===== src/rtl/sleep_seq_pkg.sv =====
package sleep_seq_pkg;
  typedef enum logic [1:0] {
    OP_DESEL = 2'd0,
    OP_READ  = 2'd1,
    OP_WRITE = 2'd2,
    OP_WRBEG = 2'd3
  } op_e;

  typedef enum logic [1:0] {
    ST_AWAKE,
    ST_ENTER,
    ST_SLEEP,
    ST_WAKE
  } pwr_st_e;
endpackage


===== src/rtl/sleep_sync.sv =====
module sleep_sync #(
  parameter int STAGES = 2
) (
  input  logic clk,
  input  logic rst_n,
  input  logic d_async,
  output logic q_sync
);
  logic [STAGES-1:0] sh_q;

  generate
    if (STAGES == 1) begin : g_one
      always_ff @(posedge clk) begin
        if (!rst_n) sh_q <= '0;
        else        sh_q <= d_async;
      end
    end else begin : g_chain
      always_ff @(posedge clk) begin
        if (!rst_n) sh_q <= '0;
        else        sh_q <= {sh_q[STAGES-2:0], d_async};
      end
    end
  endgenerate

  assign q_sync = sh_q[STAGES-1];
endmodule


===== src/rtl/sleep_fsm.sv =====
module sleep_fsm
  import sleep_seq_pkg::*;
#(
  parameter int ENTRY_CYC = 2,
  parameter int WAKE_CYC  = 2
) (
  input  logic clk,
  input  logic rst_n,
  input  logic req_s,
  output logic in_sleep,
  output logic in_wake
);
  localparam int MAXC = (ENTRY_CYC > WAKE_CYC) ? ENTRY_CYC : WAKE_CYC;
  localparam int CW   = $clog2(MAXC + 1) < 1 ? 1 : $clog2(MAXC + 1);

  pwr_st_e       st_q;
  logic [CW-1:0] cnt_q;

  always_ff @(posedge clk) begin
    if (!rst_n) begin
      st_q  <= ST_AWAKE;
      cnt_q <= '0;
    end else begin
      unique case (st_q)
        ST_AWAKE: if (req_s) begin
          if (ENTRY_CYC <= 1) st_q <= ST_SLEEP;
          else begin
            st_q  <= ST_ENTER;
            cnt_q <= CW'(1);
          end
        end
        ST_ENTER: begin
          if (!req_s)                           st_q  <= ST_AWAKE;
          else if (cnt_q == CW'(ENTRY_CYC - 1)) st_q  <= ST_SLEEP;
          else                                  cnt_q <= cnt_q + CW'(1);
        end
        ST_SLEEP: if (!req_s) begin
          st_q  <= ST_WAKE;
          cnt_q <= CW'(1);
        end
        ST_WAKE: begin
          if (cnt_q == CW'(WAKE_CYC)) st_q  <= ST_AWAKE;
          else                        cnt_q <= cnt_q + CW'(1);
        end
        default: st_q <= ST_AWAKE;
      endcase
    end
  end

  assign in_sleep = (st_q == ST_SLEEP);
  assign in_wake  = (st_q == ST_WAKE);
endmodule


===== src/rtl/sleep_cmd_gate.sv =====
module sleep_cmd_gate
  import sleep_seq_pkg::*;
(
  input  logic       clk,
  input  logic       rst_n,
  input  logic       cmd_valid,
  input  logic [1:0] cmd_op,
  input  logic       in_sleep,
  input  logic       in_wake,
  input  logic       rsp_busy,
  input  logic       rsp_ready,
  output logic       take,
  output logic       rd_en,
  output logic       wr_en,
  output logic       err_q
);
  logic is_wr;

  assign take  = cmd_valid && !in_sleep && (!rsp_busy || rsp_ready);
  assign is_wr = (op_e'(cmd_op) == OP_WRITE) || (op_e'(cmd_op) == OP_WRBEG);
  assign rd_en = take && (op_e'(cmd_op) == OP_READ);
  assign wr_en = take && is_wr && !in_wake;

  always_ff @(posedge clk) begin
    if (!rst_n)                       err_q <= 1'b0;
    else if (take && is_wr && in_wake) err_q <= 1'b1;
  end
endmodule


===== src/rtl/sleep_store.sv =====
module sleep_store #(
  parameter int ADDR_W = 4,
  parameter int DATA_W = 16
) (
  input  logic              clk,
  input  logic              rst_n,
  input  logic              rd_en,
  input  logic              wr_en,
  input  logic [ADDR_W-1:0] addr,
  input  logic [DATA_W-1:0] wdata,
  input  logic              drain,
  output logic              res_v,
  output logic [DATA_W-1:0] res_d
);
  localparam int DEPTH = 1 << ADDR_W;

  logic [DATA_W-1:0] mem_q [DEPTH];

  always_ff @(posedge clk) begin
    if (wr_en) mem_q[addr] <= wdata;
  end

  always_ff @(posedge clk) begin
    if (!rst_n) begin
      res_v <= 1'b0;
      res_d <= '0;
    end else if (rd_en) begin
      res_v <= 1'b1;
      res_d <= mem_q[addr];
    end else if (drain) begin
      res_v <= 1'b0;
    end
  end
endmodule


===== src/rtl/sleep_seq.sv =====
module sleep_seq #(
  parameter int ADDR_W    = 4,
  parameter int DATA_W    = 16,
  parameter int SYNC_STG  = 2,
  parameter int ENTRY_CYC = 2,
  parameter int WAKE_CYC  = 2
) (
  input  logic              clk,
  input  logic              rst_n,
  input  logic              sleep_req,
  input  logic              cmd_valid,
  output logic              cmd_ready,
  input  logic [1:0]        cmd_op,
  input  logic [ADDR_W-1:0] cmd_addr,
  input  logic [DATA_W-1:0] cmd_wdata,
  output logic              rsp_valid,
  input  logic              rsp_ready,
  output logic [DATA_W-1:0] rsp_data,
  output logic              asleep,
  output logic              cmd_block,
  output logic              dq_off,
  output logic              recovering,
  output logic              recov_err
);
  logic req_s, in_sleep, in_wake;
  logic take, rd_en, wr_en, err_q;
  logic res_v;
  logic [DATA_W-1:0] res_d;

  sleep_sync #(.STAGES(SYNC_STG)) u_sync (
    .clk(clk), .rst_n(rst_n), .d_async(sleep_req), .q_sync(req_s)
  );

  sleep_fsm #(.ENTRY_CYC(ENTRY_CYC), .WAKE_CYC(WAKE_CYC)) u_fsm (
    .clk(clk), .rst_n(rst_n), .req_s(req_s),
    .in_sleep(in_sleep), .in_wake(in_wake)
  );

  sleep_cmd_gate u_gate (
    .clk(clk), .rst_n(rst_n), .cmd_valid(cmd_valid), .cmd_op(cmd_op),
    .in_sleep(in_sleep), .in_wake(in_wake), .rsp_busy(res_v),
    .rsp_ready(rsp_ready), .take(take), .rd_en(rd_en), .wr_en(wr_en),
    .err_q(err_q)
  );

  sleep_store #(.ADDR_W(ADDR_W), .DATA_W(DATA_W)) u_store (
    .clk(clk), .rst_n(rst_n), .rd_en(rd_en), .wr_en(wr_en),
    .addr(cmd_addr), .wdata(cmd_wdata),
    .drain(rsp_ready && !in_sleep), .res_v(res_v), .res_d(res_d)
  );

  assign cmd_ready  = !in_sleep && (!res_v || rsp_ready);
  assign rsp_valid  = res_v && !in_sleep;
  assign rsp_data   = in_sleep ? '0 : res_d;
  assign asleep     = in_sleep;
  assign cmd_block  = in_sleep;
  assign dq_off     = in_sleep;
  assign recovering = in_wake;
  assign recov_err  = err_q;
endmodule


===== config.mk =====
export PLATFORM = sky130hd
export DESIGN_NAME = sleep_seq
export DESIGN_NICKNAME = d
export VERILOG_FILES = /design/src/rtl/sleep_seq_pkg.sv /design/src/rtl/sleep_sync.sv /design/src/rtl/sleep_fsm.sv /design/src/rtl/sleep_cmd_gate.sv /design/src/rtl/sleep_store.sv /design/src/rtl/sleep_seq.sv
export SDC_FILE = /design/constraint.sdc
export NUM_CORES = 1
export LEC_CHECK = 0
export ABC_AREA = 1
export BUFFER_PORTS_ARGS = -buffer_cell sky130_fd_sc_hd__buf_2
export CAP_MARGIN = 20
export CORE_UTILIZATION = 60
export DETAILED_ROUTE_END_ITERATION = 8
export GPL_ROUTABILITY_DRIVEN = 0
export MAX_ROUTING_LAYER = met4
export PLACE_DENSITY = 0.78
export SLEW_MARGIN = 20
export SYNTH_ARGS = -nofsm -noshare
export SYNTH_HDL_FRONTEND = slang
export SYNTH_HIERARCHICAL = 1
export SYNTH_SLANG_ARGS = --single-unit

===== constraint.sdc =====
create_clock -name clk -period 3.4 [get_ports clk]
set_input_delay 0 -clock clk [delete_from_list [all_inputs] [get_ports clk]]
set_output_delay 0 -clock clk [all_outputs]
set_load 0.005 [all_outputs]

Word level (Yosys, flattened, before mapping)
Memories as Yosys holds them, arrays and structs flattened. A register that Yosys moved wholly into a read port is not among the register bits. Cells that the tools add are included.

Register bits: 8. Bits in latches: 0. Memory bits (writable): 256. ROM bits: 0. Input bits: 27. Output and inout port bits: 23. Word-level logic and storage cells: 57. Memories kept: 1.

Memories: u_store.mem_q (words 16, width 16, rd ports 1, clocked after Yosys merged registers in 1, write ports 1, line sleep_store.sv:17) `logic [DATA_W-1:0] mem_q [DEPTH];`.

$add $sub $neg: 1. Multipliers: 0. Div/mod/pow operators: 0. Magnitude comparators: 0. Equal/unequal tests: 15. Shift operators: 0. Mux-type cells: 16. Bitwise gates (word level): 0. Reductions and logical operators: 19.

Operators by type and width (number): two-way mux 2 bit (9); two-way mux 16 bit (1); one-hot mux 2 bit (4 select lines) (2); != test 2 bit, second input constant (6); equality test 2 bit, second input constant (5); logical AND 1 bit (9); equality test 2 x 1 -> 1 bit, second input constant (3); AND reduction 5 bit (1); zero test 1 bit (4); two-way mux 1 bit (4); AND reduction 4 bit (1); != test 3 x 2 -> 1 bit, second input constant (1); adder 2 x 1 -> 2 bit, second input constant (1); zero test 2 bit (1); logical OR 1 bit (2); nonzero test 2 bit (1).

Logic depth before layout (Yosys ltp)
Gate-level depths: netlist (run 1).

Word-level depth: 8. Mapped depth: 12. Gate-level depth less buffers: 10.

By module
The synthesis (run 1) kept the hierarchy.

Modules (own cells, without submodules): sleep_store (instances 1, cells each 1018, area each 11133.2 um^2, seq. area each 8027.7 um^2); sleep_fsm (instances 1, cells each 36, area each 245.2 um^2, seq. area each 80.1 um^2); sleep_seq (instances 1, cells each 43, area each 187.7 um^2, seq. area each 0.0 um^2); sleep_cmd_gate (instances 1, cells each 15, area each 86.3 um^2, seq. area each 20.0 um^2); sleep_sync (instances 1, cells each 6, area each 55.1 um^2, seq. area each 40.0 um^2).

Worst setup path after synthesis (run 1)
Ideal clock, no wire load.

Kind: reg-to-reg. Start: register (tool-made name). End: memory u_store.mem_q[5][0] (enable). Library setup time: 0.388 ns. Data arrival time: 1.781 ns. Data required time: 3.012 ns. Path slack: 1.231 ns. Stages on the path, launching flop included: 10. Buffers on the path: 0. Path through: dfxtp_1 inv_2 nor2_1 nor2_2 nand2_1 inv_2 nand2_1 nor2_2 nand3_1 nor2_1.

RTL lines (line): end: declaration (sleep_store.sv:17).

==> flow_summary.ini, run 1 <==
[run_status]
status = completed

[clocking]
cts_setup_buffers = 0
root_buffer = clkbuf_16
cts.clk_slew.worst_paths_ps = 60
numCtsBuffers = 28
cts_tree = done
cts_max_level = 1
insertion_delay_ps = 540
cts_resized = 0
clkSinkCount = 280
ctsLongestPathBuffers = 3

[route]
totalWireLength_um = 26500
drtIter0Drc = 800
wire_per_inst_um = 17.9
drc = 0
vias = 8130
dr.pass1.iters = 5
via_per_inst = 5.49
ant_nets = 0

[timing]
worst_slew_pin_slew_ps = 888
drv_slew = 0
final_hold_viol_count = 0
relSlewSlack_pct = 40.8
rsz0062_at_grt = no
setup_tns_ps = 0
setup_viol = 0
fin_crit_ps = 2630
post-route-period-util_pct = 77.2
max_freq_mhz = 381
skew_ps = 8.99

[placed_design]
portBuffers = 49
hpwl_um = 15200
place_area_sq_mm = 0.0122

[layout]
fin_util_pct = 70.7
final_nets = 1227
layout-drive-gt1-share_pct = 12.5
final_cell_area_sq_mm = 0.0134
area_growth_syn_to_layout_pct = 14.1
filler_cell_count = 1317

[yosys]
yosysMostFrequentCell = nand2_1
synth.area.top_cells = edfxtp_1 (66%), nand2_1 (17%), dfxtp_1 (4.1%)
yosysSeqAreaShare_pct = 69.8
synth_edf_count = 256
synth.avg_cell_area_sq_um = 10.5
yosysTopAreaCell = edfxtp_1
syn_inst = 1118
yosysTopAreaCellShare_pct = 65.7
synth_cell_types = 27
synthesis.area_sq_mm = 0.0117
synth_seq_cells = 280
yosysWarnings = 6
synthArstFlopShare_pct = 0
ys_top_cells_by_count = nand2_1 (530), edfxtp_1 (256), nand3_1 (85), nor2_1 (69), inv_1 (37)
synthFlopType = edfxtp_1
syn_nets = 1147

[power_and_ir_drop]
vdd_ir_drop_max_mv = 0.440
p_leak_nw = 5.41
power_density_mw_per_mm2 = 551

[worst_setup_path]
crit_path_max_incr_delay_ps = 790
crit_path_top_delay_cell = nor2_2
cp_cell_sequence = inv_2, nor2_1, buf_4, nor2_2, nand2_1, inv_2, nand2_1, nor2_2, nand3_1, nor2_2
arrival_ps = 2790
start_kind = flip-flop
path_class = reg2reg
required_ps = 3560
crit_fanout = 22
crit_top_cell = nor2_2
critPathCaptureType = flip-flop

[floorplan]
dieArea_sq_mm = 0.0201
fp.coreArea_sq_mm = 0.0189
ioPinCount = 50
initial_core_util_pct = 62.0
placementRows = 50
die_w_um = 142
die_h_um = 142

[hold_path]
hp-start = cmd_addr[0]
min_path_type = in2reg

[grt]
gr-usage-all-layers_pct = 28.4
grt_antenna_before_repair = 1
grt_pass1_wl_um = 41700
grt_max_degree = 87
grt_pass1_vias = 7754
overflow = 0

[job]
maxCapViolations = 0
-- layer usage --
| metal | share of wire (%) | GRT usage (%) | up-vias |
|---|---|---|---|
| li1 | - | - | 3852 |
| met1 | 40 | 37.5 | 3796 |
| met2 | 48 | 44.4 | 419 |
| met3 | 9.2 | 4.56 | 63 |
| met4 | 3.5 | 11.9 | 0 |
| met5 | 0 | - | - |
-- power breakdown --
group          internal [W]  total, W  switching, W
registers           0.00380   0.00382     0.0000219
logic              0.000153  0.000501      0.000348
clock network       0.00177   0.00304       0.00127
total               0.00573   0.00737       0.00164
-- cell usage in the layout, fill, tap and decap left out, drive strengths merged, types with 16 or more instances in the layout --
| master | count |
|---|---|
| edfxtp | 256 |
| inv | 42 |
| buf | 84 |
| o21ai | 16 |
| clkinv | 18 |
| nand3 | 86 |
| nor2 | 75 |
| dfxtp | 24 |
| dlygate4sd3 | 24 |
| nand2 | 532 |
| clkbuf | 30 |
| nand4 | 17 |
-- registers in the layout (all words and copies together) (netlist names), named ones only --
| register | flops |
|---|---|
| u_fsm/cnt_q | 2 |
| u_fsm/st_q | 1 |
| u_gate/err_q | 1 |
| u_store/mem_q | 256 |
| u_store/res_d | 16 |
| u_store/res_v | 1 |
| u_sync/sh_q | 2 |
-- kinds of logic (layout without fill, tap and decap cells) --
group	after synthesis	after routing	share of synthesized area (%)
other	0	1	0
AND/OR/NAND/NOR	713	713	24.4
adder cells (fa/ha/maj)	2	2	0.214
AO/OA/AOI/OAI	22	22	0.994
buffers and inverters	101	203	4.60
flip-flops	280	280	69.8
-- repair_timing --
item	4_1_cts	5_1_grt
setup endpoints to repair	0	0
endpoints found under the hold margin	280	0
hold buffers	24	0
-- critical path, delay by kind of cell (launching register included) --
family | cells | cell delay [ps]
and+or+nand+nor | 7 | 1540
buffers and inverters | 3 | 360
DFF | 1 | 360
-- final timing paths --
path	end	slack, ps	cells past startpoint
setup / recovery	u_store/mem_q[7][0]$_DFFE_PP_	770	10
hold / removal	u_store/res_d[1]$_SDFFE_PN0P_	160	9
setup reg to reg	u_store/mem_q[7][0]$_DFFE_PP_	770	10
hold reg to reg	u_sync/sh_q[1]$_SDFF_PN0_	420	2
-- layout make-up --
cell class	count	area [sq um]	area share, %
antenna	1	2.50	0.0187
clock buffer	30	729	5.46
clock inverter	22	185	1.39
inverter	43	164	1.23
multi-input combinational	737	3020	22.6
sequential	280	8170	61.1
tap	260	325	2.43
timing repair buffer	108	763	5.71
-- metrics by stage --
| stage | instances | setup slack, ps | hold slack, ps | total power (W) |
|---|---|---|---|---|
| detailed placement | 1404 | 856 | 186 | 0.00437 |
| global placement | 1404 | 905 | 182 | 0.00436 |
| floorplan | 1118 | 1230 | 93.5 | 0.00421 |
| global route | 1481 | 596 | 196 | 0.00759 |
| finish | 1481 | 774 | 157 | 0.00737 |
| CTS | 1480 | 797 | 121 | 0.00738 |
(Power assumes the default switching activity.)
==> inputs of run 2 (changes only) <==
ABC_AREA = 0   (was 1)
CORE_UTILIZATION = 55   (was 60)
PLACE_DENSITY = 0.75   (was 0.78)
clock period = 2.2 ns   (was 3.4 ns; I/O delays follow)
==> run 2 against run 1 <==
Combinational power up 17%. Global-route usage down 3.8 points. Sequential power up 54%. Clock power up 62%. Sequential share of layout area up 1.4 points. Highest routed layer unchanged.
==> flow_summary.ini, run 2 <==
[layout]
layout_commonest_cell = edfxtp_1
largest_reg_flops = 256
most-common-layout-cells = edfxtp_1 (256), mux2i_1 (65), buf_2 (48), mux4_2 (32), o22ai_1 (32)
final_cell_area_sq_mm = 0.0131
area_growth_syn_to_layout_pct = 19.4
layout-drive-gt1-share_pct = 27.9
reg.largest.list = u_store/mem_q x256, u_store/res_d x16
final_nets = 733
filler_cell_count = 1268
top_register = u_store/mem_q

[clocking]
clkSinkCount = 280
cts.clk_slew.worst_paths_ps = 60
insertion_delay_ps = 530
cts_setup_buffers = 0
cts_tree = done
numCtsBuffers = 27
cts_max_level = 1
ctsLongestPathBuffers = 3
root_buffer = clkbuf_16

[grt]
gr-usage-all-layers_pct = 24.6
grt_pass1_vias = 5917
grt_max_degree = 47
overflow = 0
grt_antenna_before_repair = 0
grt_pass1_wl_um = 34900

[hold_path]
min_delay_path_depth = 3
hp-start = cmd_addr[1]
min_path_type = in2reg
worst_hold_path.endpoint = u_store/res_d[11]$_SDFFE_PN0P_

[route]
via_per_inst = 5.88
dr.pass1.iters = 5
drtIter0Drc = 572
totalWireLength_um = 23400
ant_nets = 0
vias = 5821
wire_per_inst_um = 23.6
drc = 0

[timing]
post-route-period-util_pct = 97.1
worst_slew_pin_slew_ps = 710
final_hold_viol_count = 0
fin_crit_ps = 2140
setup_viol = 0
max_freq_mhz = 468
relSlewSlack_pct = 52.7
setup_tns_ps = 0
holdWs_ps = 120
skew_ps = 15.1
setup_ws_ps = 63.0
drv_slew = 0

[floorplan]
dieArea_sq_mm = 0.0205
initial_core_util_pct = 56.2
die_h_um = 143
die_w_um = 143
placementRows = 51
ioPinCount = 50
fp.coreArea_sq_mm = 0.0195

[worst_setup_path]
start_kind = flip-flop
required_ps = 2440
r2r-end = u_store/mem_q[7][1]$_DFFE_PP_
reg2reg_slack_ps = 60
critPathCaptureType = flip-flop
crit_fanout = 12
path_class = reg2reg
r2r_cells = 7
arrival_ps = 2370

[power_and_ir_drop]
vdd_ir_drop_max_mv = 0.813
power_density_mw_per_mm2 = 873
p_leak_nw = 4.50

[run_status]
status = completed

[yosys]
syn_nets = 627
syn_inst = 598
yosysWarnings = 6
synth.avg_cell_area_sq_um = 18.3
synthesis.area_sq_mm = 0.0109

[placed_design]
place_area_sq_mm = 0.0119
hpwl_um = 15100
portBuffers = 49
pre_cts_ws_ps = 109

[job]
maxCapViolations = 0
## run 2: worst max path at each step
stage / to / slack, ps
floorplan: u_store/mem_q[10][0]$_DFFE_PP_ / 8
global placement: u_store/mem_q[12][4]$_DFFE_PP_ / 150
CTS: u_store/mem_q[12][9]$_DFFE_PP_ / 110
detailed placement: u_store/mem_q[12][1]$_DFFE_PP_ / 110
global route: u_store/mem_q[7][1]$_DFFE_PP_ / -8
finish: u_store/mem_q[7][1]$_DFFE_PP_ / 60
## run 2: layout make-up
| type | instances | area, sq um | share of cell area (%) |
|---|---|---|---|
| Tap cell | 265 | 332 | 2.54 |
| Clock inverter | 17 | 265 | 2.03 |
| Inverter | 6 | 22.5 | 0.172 |
| Antenna cell | 1 | 2.50 | 0.0192 |
| Sequential cell | 280 | 8170 | 62.5 |
| Timing Repair Buffer | 110 | 936 | 7.16 |
| Clock buffer | 32 | 694 | 5.32 |
| Multi-Input combinational cell | 279 | 2640 | 20.2 |
## run 2: report_power, final
part           internal [W]  switching, W
logic              0.000233      0.000350
clock network       0.00308       0.00187
registers           0.00585     0.0000208
total               0.00916       0.00224
## run 2: worst max-delay path, cell delays in order, from the launching register on
cell and delay (ps):
dfxtp_1 300, nor2b_2 150, nand2b_1 210, nor4b_4 510, nand3b_1 140, buf_4 200, nor2_4 160, buf_12 170
## run 2: layer usage
metal	track usage, %	share of wire, %
met2	40.9	51
met5	-	0
met3	3.22	5.4
met4	7.81	2.7
met1	31.7	41
## run 2: repair_timing
item                                    in CTS  in global routing
gates resized for setup                      0                  2
endpoints found under the hold margin      277                  0
endpoints found under the setup margin       0                 12
hold buffers                                22                  0
## run 2: per-stage QoR
stage / power, W / util [%] / cells
floorplan: 0.00631 / - / 598
global placement: 0.00652 / 61.0 / 918
detailed placement: 0.00654 / 61.0 / 918
CTS: 0.0115 / 67.1 / 989
global route: 0.0117 / 67.1 / 989
finish: 0.0114 / 67.1 / 990
==> inputs of run 3 (changes only) <==
ABC_AREA = 1   (was 0)
SYNTH_HIERARCHICAL = not set   (was 1)
==> run 3 against run 2 <==
Sequential power barely moved. Total power down 0.17%. First-iteration DRC count up 12%. Worst setup slack better by 84 ps. Highest routed layer unchanged. Global-route usage is 1.5 points higher. Core utilization fell by 1.2 points. Combinational power grew 20%. Fmax rose by 4.1%. Sequential cell count stayed put.
==> flow_summary.ini, run 3 <==
[timing]
worst_slew_pin_slew_ps = 626
rsz0062_at_grt = no
relSlewSlack_pct = 58.2
setup_viol = 0
final_hold_viol_count = 0
fin_crit_ps = 2050
max_freq_mhz = 487
drv_slew = 0
setup_tns_ps = 0
skew_ps = 7.60
post-route-period-util_pct = 93.3

[route]
ant_nets = 0
vias = 8006
dr.pass1.iters = 5
drtIter0Drc = 639
drc = 0
wire_per_inst_um = 18.3
totalWireLength_um = 27100
via_per_inst = 5.41

[worst_setup_path]
critPathCaptureType = flip-flop
cp_cell_sequence = inv_2, nand2_2, nand2_2, inv_2, nand2_4, nor3_4, nand3_1, nor2_2, buf_4
start_kind = flip-flop
crit_fanout = 9
crit_path_top_delay_cell = dfxtp_1
crit_path_max_incr_delay_ps = 420
arrival_ps = 2290
required_ps = 2440
path_class = reg2reg

[layout]
most-common-layout-cells = nand2_1 (512), edfxtp_1 (256), nand3_1 (89), nor2_1 (59), buf_2 (48)
seq_area_sq_mm = 0.00817
n_antenna_cell = 0
fin_util_pct = 65.9
layout_commonest_cell = nand2_1
filler_cell_count = 1535
final_cell_area_sq_mm = 0.0135
multi_input_area_sq_mm = 0.00303
final_nets = 1217
largest_reg_flops = 256
final_cell_count_no_fill = 1479
top_register = u_store.mem_q
reg.largest.list = u_store.mem_q x256, u_store.res_d x16
layout-drive-gt1-share_pct = 13.3
area_growth_syn_to_layout_pct = 15.6

[power_and_ir_drop]
power_density_mw_per_mm2 = 843
pwr-share-comb_pct = 6.2
power.share.sequential_pct = 51.6
swShare_pct = 21.3
p_leak_nw = 5.41
internal-power_w = 0.00896
power_switching_w = 0.00243
pwr-share-clk_pct = 42.2
vdd_ir_drop_max_mv = 0.767
total_power_w = 0.0114

[yosys]
yosysTopAreaCellShare_pct = 65.8
synthArstFlopShare_pct = 0
synth_seq_cells = 280
synth_fa_ha_area_share_pct = 0.214
synth.avg_cell_area_sq_um = 10.6
synthFlopType = edfxtp_1
synth.area.top_cells = edfxtp_1 (66%), nand2_1 (16%), dfxtp_1 (4.1%)
yosysTopAreaCell = edfxtp_1
synth_compound_area_share_pct = 1.03
synth_edf_count = 256
synth_cell_types = 24
syn_inst = 1106
yosysMostFrequentCell = nand2_1
yosysWarnings = 0
ys_top_cells_by_count = nand2_1 (512), edfxtp_1 (256), nand3_1 (89), nor2_1 (75), inv_1 (35)
synth-simple-area-share_pct = 24.3
synthMuxAreaShare_pct = 0
yosysSeqAreaShare_pct = 69.9
synthXorXnorAreaFrac_pct = 0
syn_nets = 1135
synth_top_family_by_area = simple AND/OR/NAND/NOR gates
synthesis.area_sq_mm = 0.0117

[run_status]
status = completed

[floorplan]
die_w_um = 148
die_h_um = 148
fp.coreArea_sq_mm = 0.0205
dieArea_sq_mm = 0.0218
ioPinCount = 50
initial_core_util_pct = 57.0
placementRows = 52

[clocking]
holdBufCountCts = 23
clkSinkCount = 280
cts.clk_slew.worst_paths_ps = 60
cts_resized = 0
cts_setup_buffers = 0
cts_max_level = 1
numCtsBuffers = 28
root_buffer = clkbuf_16
cts_tree = done
insertion_delay_ps = 540
ctsLongestPathBuffers = 3

[placed_design]
portBuffers = 49
hpwl_um = 16600
dp_cells = 1405
place_area_sq_mm = 0.0123

[grt]
grt_antenna_before_repair = 0
grt_max_degree = 131
grt_pass1_wl_um = 41400
grt_pass1_vias = 7679
gr-usage-all-layers_pct = 26.1
overflow = 0

[job]
maxCapViolations = 0

[hold_path]
min_path_type = in2reg
run 3: logic make-up (layout without fill, tap and decap cells):
| kind of cell | count (synthesis) | in the layout |
|---|---|---|
| AND/OR/NAND/NOR | 702 | 702 |
| AO/OA/AOI/OAI | 24 | 24 |
| buffers and inverters | 98 | 201 |
| flip-flops | 280 | 280 |
| adder cells (fa/ha/maj) | 2 | 2 |
run 3: per-stage QoR:
| step | hold WS [ps] | worst slack (ps) |
|---|---|---|
| 4_1_cts | 5.24 | 174 |
| 3_5_place_dp | 190 | 198 |
| 2_1_floorplan | 97.6 | 92.3 |
| 5_1_grt | 55.5 | 38.5 |
| 3_3_place_gp | 184 | 243 |
| 6_report | 8.14 | 147 |
run 3: path summary, 6_finish.rpt:
kind                            cells after the start  slack [ps]                  startpoint                       endpoint
worst max-delay path                                9         150  u_fsm.st_q[0]$_SDFFE_PN0P_  u_store.mem_q[6][2]$_DFFE_PP_
worst min-delay path                                6           8                   cmd_op[0]  u_store.res_d[9]$_SDFFE_PN0P_
worst max register to register                      9         150  u_fsm.st_q[0]$_SDFFE_PN0P_  u_store.mem_q[6][2]$_DFFE_PP_
worst min register to register                      2         420   u_sync.sh_q[0]$_SDFF_PN0_      u_sync.sh_q[1]$_SDFF_PN0_
run 3: layout make-up:
| type | instances | area share [%] |
|---|---|---|
| clock buffer | 38 | 5.92 |
| clock inverter | 13 | 1.07 |
| inverter | 39 | 1.10 |
| multi-input combinational | 728 | 22.4 |
| sequential | 280 | 60.5 |
| tap | 270 | 2.50 |
| timing repair buffer | 111 | 6.54 |
run 3: layer usage:
layer / up-vias / track usage, % / wire length, um
li1: 3837 / - / -
met1: 3772 / 33.7 / 11300
met2: 349 / 43.2 / 13200
met3: 48 / 3.98 / 1940
met4: 0 / 7.53 / 599
met5: - / - / 0
run 3: power by group through the flow:
stage	Sequential, W	Clock (W)	Combinational (W)
2_1_floorplan	0.00599	0	0.000407
3_3_place_gp	0.00599	0	0.000651
3_5_place_dp	0.00599	0	0.000661
4_1_cts	0.00587	0.00485	0.000698
5_1_grt	0.00588	0.00504	0.000772
6_report	0.00587	0.00481	0.000702
run 3: worst max-delay path, delay by kind of cell, from the launching register on:
kind	cells	cell delay, ps
AND/OR/NAND/NOR	6	960
flip-flops	1	420
buffers and inverters	3	370
